==> config.mk <==
export PLATFORM = sky130hd
export DESIGN_NAME = flash_mm_xlate
export DESIGN_NICKNAME = d
export VERILOG_FILES = /design/src/rtl/flash_mm_pkg.sv /design/src/rtl/flash_mm_cfg.sv /design/src/rtl/flash_mm_sck.sv /design/src/rtl/flash_mm_seq.sv /design/src/rtl/flash_mm_xlate.sv
export SDC_FILE = /design/constraint.sdc
export NUM_CORES = 1
export LEC_CHECK = 0
export ABC_CLOCK_PERIOD_IN_PS = 6200
export BUFFER_PORTS_ARGS = -buffer_cell sky130_fd_sc_hd__buf_4
export CORE_MARGIN = 3
export CORE_UTILIZATION = 50
export DETAILED_ROUTE_END_ITERATION = 10
export HOLD_SLACK_MARGIN = 0.15
export MAX_ROUTING_LAYER = met4
export PLACE_DENSITY = 0.75
export SETUP_SLACK_MARGIN = 0.15
export SKIP_CTS_REPAIR_TIMING = 1
export SLEW_MARGIN = 20
export SYNTH_ARGS = -nofsm -noshare
export SYNTH_HDL_FRONTEND = slang
export SYNTH_SLANG_ARGS = --single-unit
==> constraint.sdc <==
create_clock -name clk -period 6.2 [get_ports clk]
set_clock_uncertainty 0.15 [all_clocks]
set_input_delay 0.31 -clock clk [delete_from_list [all_inputs] [get_ports clk]]
set_output_delay 0.31 -clock clk [all_outputs]
set_load 0.005 [all_outputs]
==> src/rtl/flash_mm_pkg.sv <==
package flash_mm_pkg;

  localparam int SETUP_BASE = 'h54;
  localparam int SWITCH_OFS = 'h64;
  localparam int HDR_MAX    = 40;

  typedef enum logic [2:0] {
    S_IDLE,
    S_SEND,
    S_DUMMY,
    S_DATA,
    S_GAP
  } seq_state_e;

  // Field order matches the setup register bit layout, [13:0].
  typedef struct packed {
    logic [1:0] mode;
    logic [1:0] dummy;
    logic [1:0] addr_m1;
    logic [7:0] opcode;
  } setup_t;

  // Number of data lines used by a line-mode code.
  function automatic logic [2:0] lane_count(input logic [1:0] mode);
    case (mode)
      2'd3:    return 3'd4;
      2'd1:    return 3'd2;
      default: return 3'd1;
    endcase
  endfunction

  // log2 of the lane count, used as a shift amount.
  function automatic logic [1:0] lane_shift(input logic [1:0] mode);
    case (mode)
      2'd3:    return 2'd2;
      2'd1:    return 2'd1;
      default: return 2'd0;
    endcase
  endfunction

endpackage

==> src/rtl/flash_mm_cfg.sv <==
module flash_mm_cfg
  import flash_mm_pkg::*;
#(
  parameter int NCS = 4,
  parameter int AW  = 8
) (
  input  logic                 clk,
  input  logic                 rst,
  input  logic                 cfg_we,
  input  logic [AW-1:0]        cfg_addr,
  input  logic [31:0]          cfg_wdata,
  output logic                 sw_en,
  output setup_t [NCS-1:0]     setup_q
);

  localparam logic [AW-1:0] SW_ADDR = AW'(SWITCH_OFS);

  always_ff @(posedge clk) begin
    if (rst) begin
      sw_en <= 1'b0;
    end else if (cfg_we && cfg_addr == SW_ADDR) begin
      sw_en <= cfg_wdata[0];
    end
  end

  for (genvar i = 0; i < NCS; i++) begin : g_setup
    localparam logic [AW-1:0] MY_ADDR = AW'(SETUP_BASE + 4 * i);
    always_ff @(posedge clk) begin
      if (rst) begin
        setup_q[i] <= '0;
      end else if (cfg_we && cfg_addr == MY_ADDR) begin
        setup_q[i] <= setup_t'(cfg_wdata[13:0]);
      end
    end
  end

  // the switch takes bit 0 of a write to its offset
  p_switch_load_r1: assert property (@(posedge clk) disable iff (rst)
    (cfg_we && cfg_addr == SW_ADDR) |=> (sw_en == $past(cfg_wdata[0])));

  // without a write to its offset the switch holds
  p_switch_hold_r1: assert property (@(posedge clk) disable iff (rst)
    !(cfg_we && cfg_addr == SW_ADDR) |=> $stable(sw_en));

endmodule

==> src/rtl/flash_mm_sck.sv <==
module flash_mm_sck #(
  parameter int SCK_HALF = 2
) (
  input  logic clk,
  input  logic rst,
  input  logic run,
  output logic sck,
  output logic rise,
  output logic fall
);

  localparam int CW = (SCK_HALF > 1) ? $clog2(SCK_HALF) : 1;
  localparam logic [CW-1:0] LAST = CW'(SCK_HALF - 1);

  logic [CW-1:0] cnt;
  logic          phase;

  always_ff @(posedge clk) begin
    if (rst || !run) begin
      cnt   <= '0;
      phase <= 1'b0;
    end else if (cnt == LAST) begin
      cnt   <= '0;
      phase <= ~phase;
    end else begin
      cnt <= cnt + 1'b1;
    end
  end

  assign sck  = phase;
  assign rise = run && (cnt == LAST) && !phase;
  assign fall = run && (cnt == LAST) && phase;

  // the clock drops back low once the sequencer stops it
  p_sck_stop_r4: assert property (@(posedge clk) disable iff (rst)
    !run |=> !sck);

endmodule

==> src/rtl/flash_mm_seq.sv <==
module flash_mm_seq
  import flash_mm_pkg::*;
#(
  parameter int NCS      = 4,
  parameter int CS_W     = 2,
  parameter int DATA_W   = 32,
  parameter int SCK_HALF = 2
) (
  input  logic                 clk,
  input  logic                 rst,
  input  logic                 mm_en,
  input  setup_t [NCS-1:0]     setup_q,
  input  logic                 rd_valid,
  input  logic [CS_W-1:0]      rd_cs,
  input  logic [31:0]          rd_addr,
  input  logic [3:0]           io_in,
  input  logic                 sck_rise,
  input  logic                 sck_fall,
  output logic                 run,
  output logic                 rd_ready,
  output logic [DATA_W-1:0]    rd_data,
  output logic                 rd_err,
  output logic [NCS-1:0]       cs_n,
  output logic [3:0]           io_out,
  output logic [3:0]           io_oe
);

  localparam int NB    = DATA_W / 8;
  localparam int GAP_N = 2 * SCK_HALF;
  localparam int GW    = $clog2(GAP_N + 1);
  localparam logic [GW-1:0] GAP_LAST = GW'(GAP_N - 1);

  seq_state_e          state_q;
  setup_t              cur_q;
  logic [HDR_MAX-1:0]  out_sr;
  logic [DATA_W-1:0]   in_sr;
  logic [6:0]          bits_left;
  logic [GW-1:0]       gap_cnt;

  setup_t              sel;
  logic [6:0]          data_units;
  logic [3:0]          sample;
  logic [DATA_W-1:0]   swapped;

  assign sel        = setup_q[rd_cs];
  assign data_units = 7'(DATA_W) >> lane_shift(cur_q.mode);
  assign run        = (state_q == S_SEND) || (state_q == S_DUMMY) || (state_q == S_DATA);
  assign io_out     = {3'b000, out_sr[HDR_MAX-1]};

  always_comb begin
    case (lane_count(cur_q.mode))
      3'd4:    sample = io_in;
      3'd2:    sample = {2'b00, io_in[1:0]};
      default: sample = {3'b000, io_in[1]};
    endcase
  end

  // First received byte lands in the lowest lane.
  always_comb begin
    for (int b = 0; b < NB; b++) begin
      swapped[8*b +: 8] = in_sr[DATA_W - 8 - 8*b +: 8];
    end
  end

  always_ff @(posedge clk) begin
    if (rst) begin
      state_q   <= S_IDLE;
      cur_q     <= '0;
      out_sr    <= '0;
      in_sr     <= '0;
      bits_left <= '0;
      gap_cnt   <= '0;
      rd_ready  <= 1'b0;
      rd_data   <= '0;
      rd_err    <= 1'b0;
      cs_n      <= '1;
      io_oe     <= '0;
    end else begin
      rd_ready <= 1'b0;
      case (state_q)
        S_IDLE: begin
          if (rd_valid) begin
            if (!mm_en) begin
              rd_ready <= 1'b1;
              rd_err   <= 1'b1;
              rd_data  <= '0;
              gap_cnt  <= '0;
              state_q  <= S_GAP;
            end else begin
              cur_q     <= sel;
              cs_n      <= ~(NCS'(1) << rd_cs);
              out_sr    <= {sel.opcode, rd_addr << {2'd3 - sel.addr_m1, 3'b000}};
              bits_left <= 7'd16 + {2'b00, sel.addr_m1, 3'b000};
              io_oe     <= 4'b0001;
              in_sr     <= '0;
              state_q   <= S_SEND;
            end
          end
        end
        S_SEND: begin
          if (sck_fall) begin
            if (bits_left == 7'd1) begin
              out_sr <= '0;
              io_oe  <= 4'b0000;
              if (cur_q.dummy != 2'd0) begin
                bits_left <= {2'b00, cur_q.dummy, 3'b000};
                state_q   <= S_DUMMY;
              end else begin
                bits_left <= data_units;
                state_q   <= S_DATA;
              end
            end else begin
              out_sr    <= out_sr << 1;
              bits_left <= bits_left - 1'b1;
            end
          end
        end
        S_DUMMY: begin
          if (sck_fall) begin
            if (bits_left == 7'd1) begin
              bits_left <= data_units;
              state_q   <= S_DATA;
            end else begin
              bits_left <= bits_left - 1'b1;
            end
          end
        end
        S_DATA: begin
          if (sck_rise) begin
            in_sr <= (in_sr << lane_count(cur_q.mode)) | DATA_W'(sample);
          end
          if (sck_fall) begin
            if (bits_left == 7'd1) begin
              cs_n     <= '1;
              rd_ready <= 1'b1;
              rd_err   <= 1'b0;
              rd_data  <= swapped;
              gap_cnt  <= '0;
              state_q  <= S_GAP;
            end else begin
              bits_left <= bits_left - 1'b1;
            end
          end
        end
        S_GAP: begin
          if (gap_cnt == GAP_LAST) begin
            state_q <= S_IDLE;
          end else begin
            gap_cnt <= gap_cnt + 1'b1;
          end
        end
        default: state_q <= S_IDLE;
      endcase
    end
  end

  // at most one chip select active
  p_cs_onehot_r11: assert property (@(posedge clk) disable iff (rst)
    $onehot0(~cs_n));

  // completion is a single-cycle pulse
  p_ready_pulse_r10: assert property (@(posedge clk) disable iff (rst)
    rd_ready |=> !rd_ready);

  // a good completion arrives with the flash already deselected
  p_ready_deselected_r10: assert property (@(posedge clk) disable iff (rst)
    (rd_ready && !rd_err) |-> (&cs_n));

  // a refused read touches no pin
  p_refused_quiet_r2: assert property (@(posedge clk) disable iff (rst)
    (state_q == S_IDLE && rd_valid && !mm_en) |=> ((&cs_n) && io_oe == 4'b0000 && rd_err));

  // dummy and data phases leave every line undriven
  p_turnaround_hiz_r5: assert property (@(posedge clk) disable iff (rst)
    (state_q == S_DUMMY || state_q == S_DATA) |-> (io_oe == 4'b0000));

endmodule

==> src/rtl/flash_mm_xlate.sv <==
module flash_mm_xlate
  import flash_mm_pkg::*;
#(
  parameter  int NCS      = 4,
  parameter  int CFG_AW   = 8,
  parameter  int DATA_W   = 32,
  parameter  int SCK_HALF = 2,
  localparam int CS_W     = (NCS > 1) ? $clog2(NCS) : 1
) (
  input  logic              clk,
  input  logic              rst,
  input  logic              cfg_we,
  input  logic [CFG_AW-1:0] cfg_addr,
  input  logic [31:0]       cfg_wdata,
  output logic              mm_path_en,
  input  logic              rd_valid,
  input  logic [CS_W-1:0]   rd_cs,
  input  logic [31:0]       rd_addr,
  output logic              rd_ready,
  output logic [DATA_W-1:0] rd_data,
  output logic              rd_err,
  output logic              flash_sck,
  output logic [NCS-1:0]    flash_cs_n,
  output logic [3:0]        flash_io_out,
  output logic [3:0]        flash_io_oe,
  input  logic [3:0]        flash_io_in
);

  setup_t [NCS-1:0] setup_q;
  logic             run;
  logic             sck_rise;
  logic             sck_fall;

  flash_mm_cfg #(
    .NCS (NCS),
    .AW  (CFG_AW)
  ) u_cfg (
    .clk       (clk),
    .rst       (rst),
    .cfg_we    (cfg_we),
    .cfg_addr  (cfg_addr),
    .cfg_wdata (cfg_wdata),
    .sw_en     (mm_path_en),
    .setup_q   (setup_q)
  );

  flash_mm_sck #(
    .SCK_HALF (SCK_HALF)
  ) u_sck (
    .clk  (clk),
    .rst  (rst),
    .run  (run),
    .sck  (flash_sck),
    .rise (sck_rise),
    .fall (sck_fall)
  );

  flash_mm_seq #(
    .NCS      (NCS),
    .CS_W     (CS_W),
    .DATA_W   (DATA_W),
    .SCK_HALF (SCK_HALF)
  ) u_seq (
    .clk      (clk),
    .rst      (rst),
    .mm_en    (mm_path_en),
    .setup_q  (setup_q),
    .rd_valid (rd_valid),
    .rd_cs    (rd_cs),
    .rd_addr  (rd_addr),
    .io_in    (flash_io_in),
    .sck_rise (sck_rise),
    .sck_fall (sck_fall),
    .run      (run),
    .rd_ready (rd_ready),
    .rd_data  (rd_data),
    .rd_err   (rd_err),
    .cs_n     (flash_cs_n),
    .io_out   (flash_io_out),
    .io_oe    (flash_io_oe)
  );

  // serial clock is low while no flash is selected
  p_sck_low_deselected_r4: assert property (@(posedge clk) disable iff (rst)
    (&flash_cs_n) |-> !flash_sck);

  // a deselect lasts more than one system clock
  p_cs_hold_r11: assert property (@(posedge clk) disable iff (rst)
    $rose(&flash_cs_n) |=> (&flash_cs_n));

endmodule

Word-level counts from Yosys, hierarchy flattened
Index checks and enable logic that the tools add are counted.
{"block": "word_totals", "ff_bits": 190, "inputBits": 82, "output_inout_bits": 48, "elab_cells": 170}
{"block": "op_classes", "n_addsub": 5, "magnitude_cmp": 1, "n_eq_ne": 28, "shifts": 4, "mux": 69, "bitwise_logic": 3, "reduce_logical": 29}
{"operator": "two-way mux 32 bit", "count": 7}
{"operator": "two-way mux 40 bit", "count": 4}
{"operator": "case mux 32 bit (2 select lines)", "count": 2}
{"operator": "case mux 40 bit (2 select lines)", "count": 1}
{"operator": "two-way mux 7 bit", "count": 9}
{"operator": "two-way mux 3 bit", "count": 17}
{"operator": "equality test 8 x 7 -> 1 bit, second input constant", "count": 5}
{"operator": "two-way mux 4 bit", "count": 8}
{"operator": "OR 32 x 4 -> 32 bit", "count": 1}
{"operator": "<< shifter 32 x 3 -> 32 bit", "count": 1}
{"operator": "<< shifter 32 x 5 -> 32 bit", "count": 1}
{"operator": "binary-select mux 14 bit (select 2 bit)", "count": 1}
{"operator": "case mux 7 bit (4 select lines)", "count": 1}
{"operator": "inequality test 2 bit, second input constant", "count": 12}
{"operator": "case mux 4 bit (2 select lines)", "count": 3}
{"operator": "case mux 3 bit (5 select lines)", "count": 1}
{"operator": "AND reduction 5 bit", "count": 3}
{"operator": "two-way mux 14 bit", "count": 1}
{"operator": "equality test 3 x 2 -> 1 bit, second input constant", "count": 4}
{"operator": "two-way mux 1 bit", "count": 9}
{"operator": "case mux 3 bit (3 select lines)", "count": 1}
{"operator": "logical AND 1 bit", "count": 8}
{"operator": "AND reduction 4 bit", "count": 2}
{"operator": "AND reduction 8 bit", "count": 1}
{"operator": "29 further kinds", "count": 36}

Depth between registers and ports, before layout
{"block": "logic_depth", "depth_word": 12, "depth_mapped": 9, "mapped_depth_nobuf": 7}

Cells and area by module
A second synthesis with hierarchy kept.
{"block": "hier_totals", "hier_cells": 995, "hier_area_um2": 9195.1}
{"module": "flash_mm_seq", "instances": 1, "cells_each": 779, "area_each_um2": 6746.5, "seq_area_each_um2": 2562.5}
{"module": "flash_mm_cfg", "instances": 1, "cells_each": 207, "area_each_um2": 2371.0, "seq_area_each_um2": 1141.1}
{"module": "flash_mm_sck", "instances": 1, "cells_each": 9, "area_each_um2": 77.6, "seq_area_each_um2": 40.0}

Worst setup path after synthesis
OpenSTA, ideal clock, no wires.
{"block": "synth_path", "path_kind": "register to register", "startpoint": "register u_seq.bits_left[0]", "endpoint": "register u_seq.rd_data[25]", "setup_time_ns": 0.115, "arrival_ns": 2.133, "t_required_ns": 5.935, "setup_slack_ns": 3.801, "path_stages_with_launch": 8, "n_path_buf": 2, "period_less_slack_ns": 2.399, "path_cell_list": "dfxtp_1 -> ha_1 -> or4b_1 -> or4_4 -> a21o_1 -> buf_6 -> buf_6 -> a31o_1"}
{"block": "synth_between", "elab_chain_len": 3}
{"item": "from (decl)", "line": "flash_mm_seq.sv:37", "rtl": "logic [6:0] bits_left;"}
{"item": "from (signal assigned)", "line": "flash_mm_seq.sv:93", "rtl": "bits_left <= 7'd16 + {2'b00, sel.addr_m1, 3'b000};"}
{"item": "from (signal assigned)", "line": "flash_mm_seq.sv:106", "rtl": "bits_left <= {2'b00, cur_q.dummy, 3'b000};"}
{"item": "from (signal assigned)", "line": "flash_mm_seq.sv:109", "rtl": "bits_left <= data_units;"}
{"item": "equality test 7 x 1 -> 1 bit", "line": "flash_mm_seq.sv:133", "rtl": "if (bits_left == 7'd1) begin"}
{"item": "inequality test 2 bit (no source line)"}
{"item": "AND reduction 5 bit (no source line)"}
{"item": "to (signal assigned)", "line": "flash_mm_seq.sv:137", "rtl": "rd_data <= swapped;"}
{"item": "to (decl)", "line": "flash_mm_seq.sv:21", "rtl": "output logic [DATA_W-1:0] rd_data,"}
No other way between the ends.
A chain may end at the register's enable or synchronous reset.

Worst setup path in the final report
{"block": "layout_path", "startpoint": "register u_seq.bits_left[0]", "endpoint": "register u_seq.rd_data[26]"}
The elaborated chain is that of the path after synthesis.

==> metrics <==
buffer type at the clock tree root=clkbuf_16; YS warnings=0; setup_tns=0 ps; first-pass GRT wire length=~35000 um; min Tclk post-route=between 2000 and 3000 ps; Layout area overhead=17.8%; NumNets Final=about 1.1k; flops & latches, synth=187; die area=0.0194 mm^2; total wire length=approximately 21000 um; initial DRC count=approximately 680; status=finished, final reports clean; sequential fraction of the synthesis area=42.2%; Final setup viols=0; Crit Path Max Fanout=35; pwr dens=232 mW/mm^2; Tcrit/Tclk final=a little under half; layout cell share with drive strength beyond 1=18.5%; initial antenna violation count=0; Core ar.=0.0174 mm^2; kind of end point of the critical path=flop; Comb pwr share=5.3%; Flop pwr share=49.7%; Final GP Congestion=0.812; H-tree depth=4; HPWL after DPL=13200 um; Crit path required time=6420 ps; Net Switching=0.537 mW; max incr delay on CP=660 ps; Worst Hold Class=input pin to flop; CTS buffer count=17; Int Power=1.89 mW; top cell type's share of synthesized area=a little over two fifths; # fillers=1495; Switching Share=22.1%; fmax=between 300 and 400 MHz; total congestion overflow=0; row count=48; clock tree buffer depth=2; die span in y=roughly 140 um; later-pin clock latency in the skew report=430 ps; Area contributors post-synth=dfxtp_1, mux2i_1, nor2_1; Slew @ Worst Pin=1060 ps; I/O pin total=130; final hold vios=0; Initial Utilization=51.1%; leakage=between 4 and 5 nW; syn_area_per_cell=9.17 um^2; Worst slew margin=29.0%; Post-route DRC=0; All-Layer GR Usage=approximately 22%; ys async rst share=0%; area leader, netlist=dfxtp_1; RSZ-0062 raised after global routing=no; Routed WL per cell=16.8 um; crit start category=flop; Final ANT Viol Nets=0; Pre-Repair DR Iteration Count=6; Setup CP Type=flop to flop; IO buf count=roughly 110; Vias/cell=5.83; vias in the first global route=6928; Post-synth EDFFs=0; slowest CP cell=a21oi_4; fin. max-slew vios=0; synthesized cell area=slightly below 0.009 mm^2; # diodes=0; Mapped Cells=968; Distinct cells, synth=58; largest net degree at the start of global routing=99; Die X=139 um; Max-cap violations=0; CTS tree=done; Synth Flop Type=dfxtp_1; crit path DAT=3120 ps; vias post-DR=7442; maximum vdd drop=0.187 mV; Core Util, Final=roughly three fifths; CTS clk-pin slew, worst paths=70 ps; commonest cells in the synthesized netlist=dfxtp_1, nor2_1, mux2i_1, clkbuf_1, a21oi_1; CTS sink count=187; clock power share=approximately 45%; most common cell in the netlist=dfxtp_1; worst-path cell chain=ha_1 > or4b_1 > or4_4 > a21oi_4 > and3_1 > a31o_1
==> logic make-up after synthesis <==
logic type / count (synthesis) / share of synthesized area (%)
DFF: 187 / 42.2
and+or+nand+nor: 277 / 14.6
adders and majority gates: 4 / 0.564
muxes: 141 / 18.1
buffers and inverters: 100 / 5.02
other: 1 / 0.0422
xor gates and xnor gates: 4 / 0.395
AOI/OAI and AO/OA: 254 / 19.1
==> power groups by stage <==
stage          logic (mW)  registers [mW]  clock network [mW]
2_1_floorplan      0.0690            1.23                   0
3_3_place_gp        0.116            1.24                   0
3_5_place_dp        0.117            1.24                   0
4_1_cts             0.118            1.21                1.10
5_1_grt             0.140            1.21                1.15
6_report            0.129            1.21                1.09
==> registers in the layout (all words and copies together) (netlist names) <==
signal and cells:
u_sck.sck 1, u_sck.cnt 1, u_cfg.sw_en 1, u_seq.out_sr 40, u_seq.rd_data 32, u_seq.rd_err 1
u_seq.gap_cnt 3, u_seq.state_q 3, u_seq.in_sr 32, u_cfg.setup_q 56, u_seq.rd_ready 1, u_seq.cs_n 4
u_seq.bits_left 7, u_seq.cur_q 4, u_seq.io_oe 1
==> layout make-up <==
cell class	count	area, um^2	share of cell area, %
multi-input cells	686	4720	45.1
clock buffers	19	433	4.14
clock inverters	12	149	1.42
inverters	9	33.8	0.323
well taps	225	282	2.69
flip-flops and latches	187	3750	35.8
repair buffers	138	1100	10.5
==> metal layers <==
| metal | wire length (um) | track usage [%] |
|---|---|---|
| met5 | 0 | - |
| met2 | 9890 | 33.6 |
| met4 | 267 | 5.61 |
| met1 | 10200 | 31.1 |
| met3 | 1050 | 4.05 |
==> metrics by stage <==
step           worst slack, ps  cell area, um^2  power (mW)  hold slack [ps]  instances
3_5_place_dp              3260             9640        1.35              306       1221
3_3_place_gp              3280             9630        1.35              291       1221
6_report                  3300            10500        2.43              144       1276
4_1_cts                   3240            10200        2.43            -16.9       1252
5_1_grt                   3130            10500        2.50              168       1276
2_1_floorplan             3800             8890        1.30              282        973
==> worst max-delay path: cells and delay by family, from the launching register on <==
kind,cells,cell delay (ps)
DFF,1,420
adders and majority gates,1,200
AOI/OAI and AO/OA,2,760
and+or+nand+nor,3,1300
==> worst paths after layout <==
| check | start | to | slack [ps] | cells after the start |
|---|---|---|---|---|
| hold / removal | rd_addr[11] | u_seq.out_sr[11]$_SDFFE_PP0P_ | 140 | 4 |
| hold reg to reg | u_seq.out_sr[0]$_SDFFE_PP0P_ | u_seq.out_sr[0]$_SDFFE_PP0P_ | 310 | 2 |
| setup / recovery | u_seq.bits_left[0]$_SDFFE_PP0P_ | u_seq.rd_data[26]$_SDFFE_PP0P_ | 3300 | 6 |
| setup reg to reg | u_seq.bits_left[0]$_SDFFE_PP0P_ | u_seq.rd_data[26]$_SDFFE_PP0P_ | 3300 | 6 |
==> cell usage in the layout, fill, tap and decap left out, drive strengths merged, types with 5 or more instances in the layout <==
| cell type | synthesis | routed |
|---|---|---|
| a211oi | 11 | 11 |
| a21o | 10 | 10 |
| a21oi | 65 | 65 |
| a221oi | 24 | 24 |
| a22oi | 30 | 30 |
| a31o | 33 | 33 |
| a31oi | 7 | 7 |
| and3 | 33 | 33 |
| buf | 23 | 114 |
| clkbuf | 68 | 19 |
| conb | 1 | 6 |
| dfxtp | 187 | 187 |
| dlygate4sd3 | 0 | 24 |
| inv | 9 | 10 |
| mux2 | 17 | 17 |
| mux2i | 110 | 110 |
| mux4 | 14 | 14 |
| nand2 | 21 | 21 |
| nand3 | 9 | 9 |
| nand3b | 5 | 5 |
| nor2 | 164 | 164 |
| nor3 | 11 | 11 |
| nor3b | 7 | 7 |
| o21ai | 53 | 53 |
| o22ai | 8 | 8 |
Note: power is estimated with default switching activity, not from simulation.
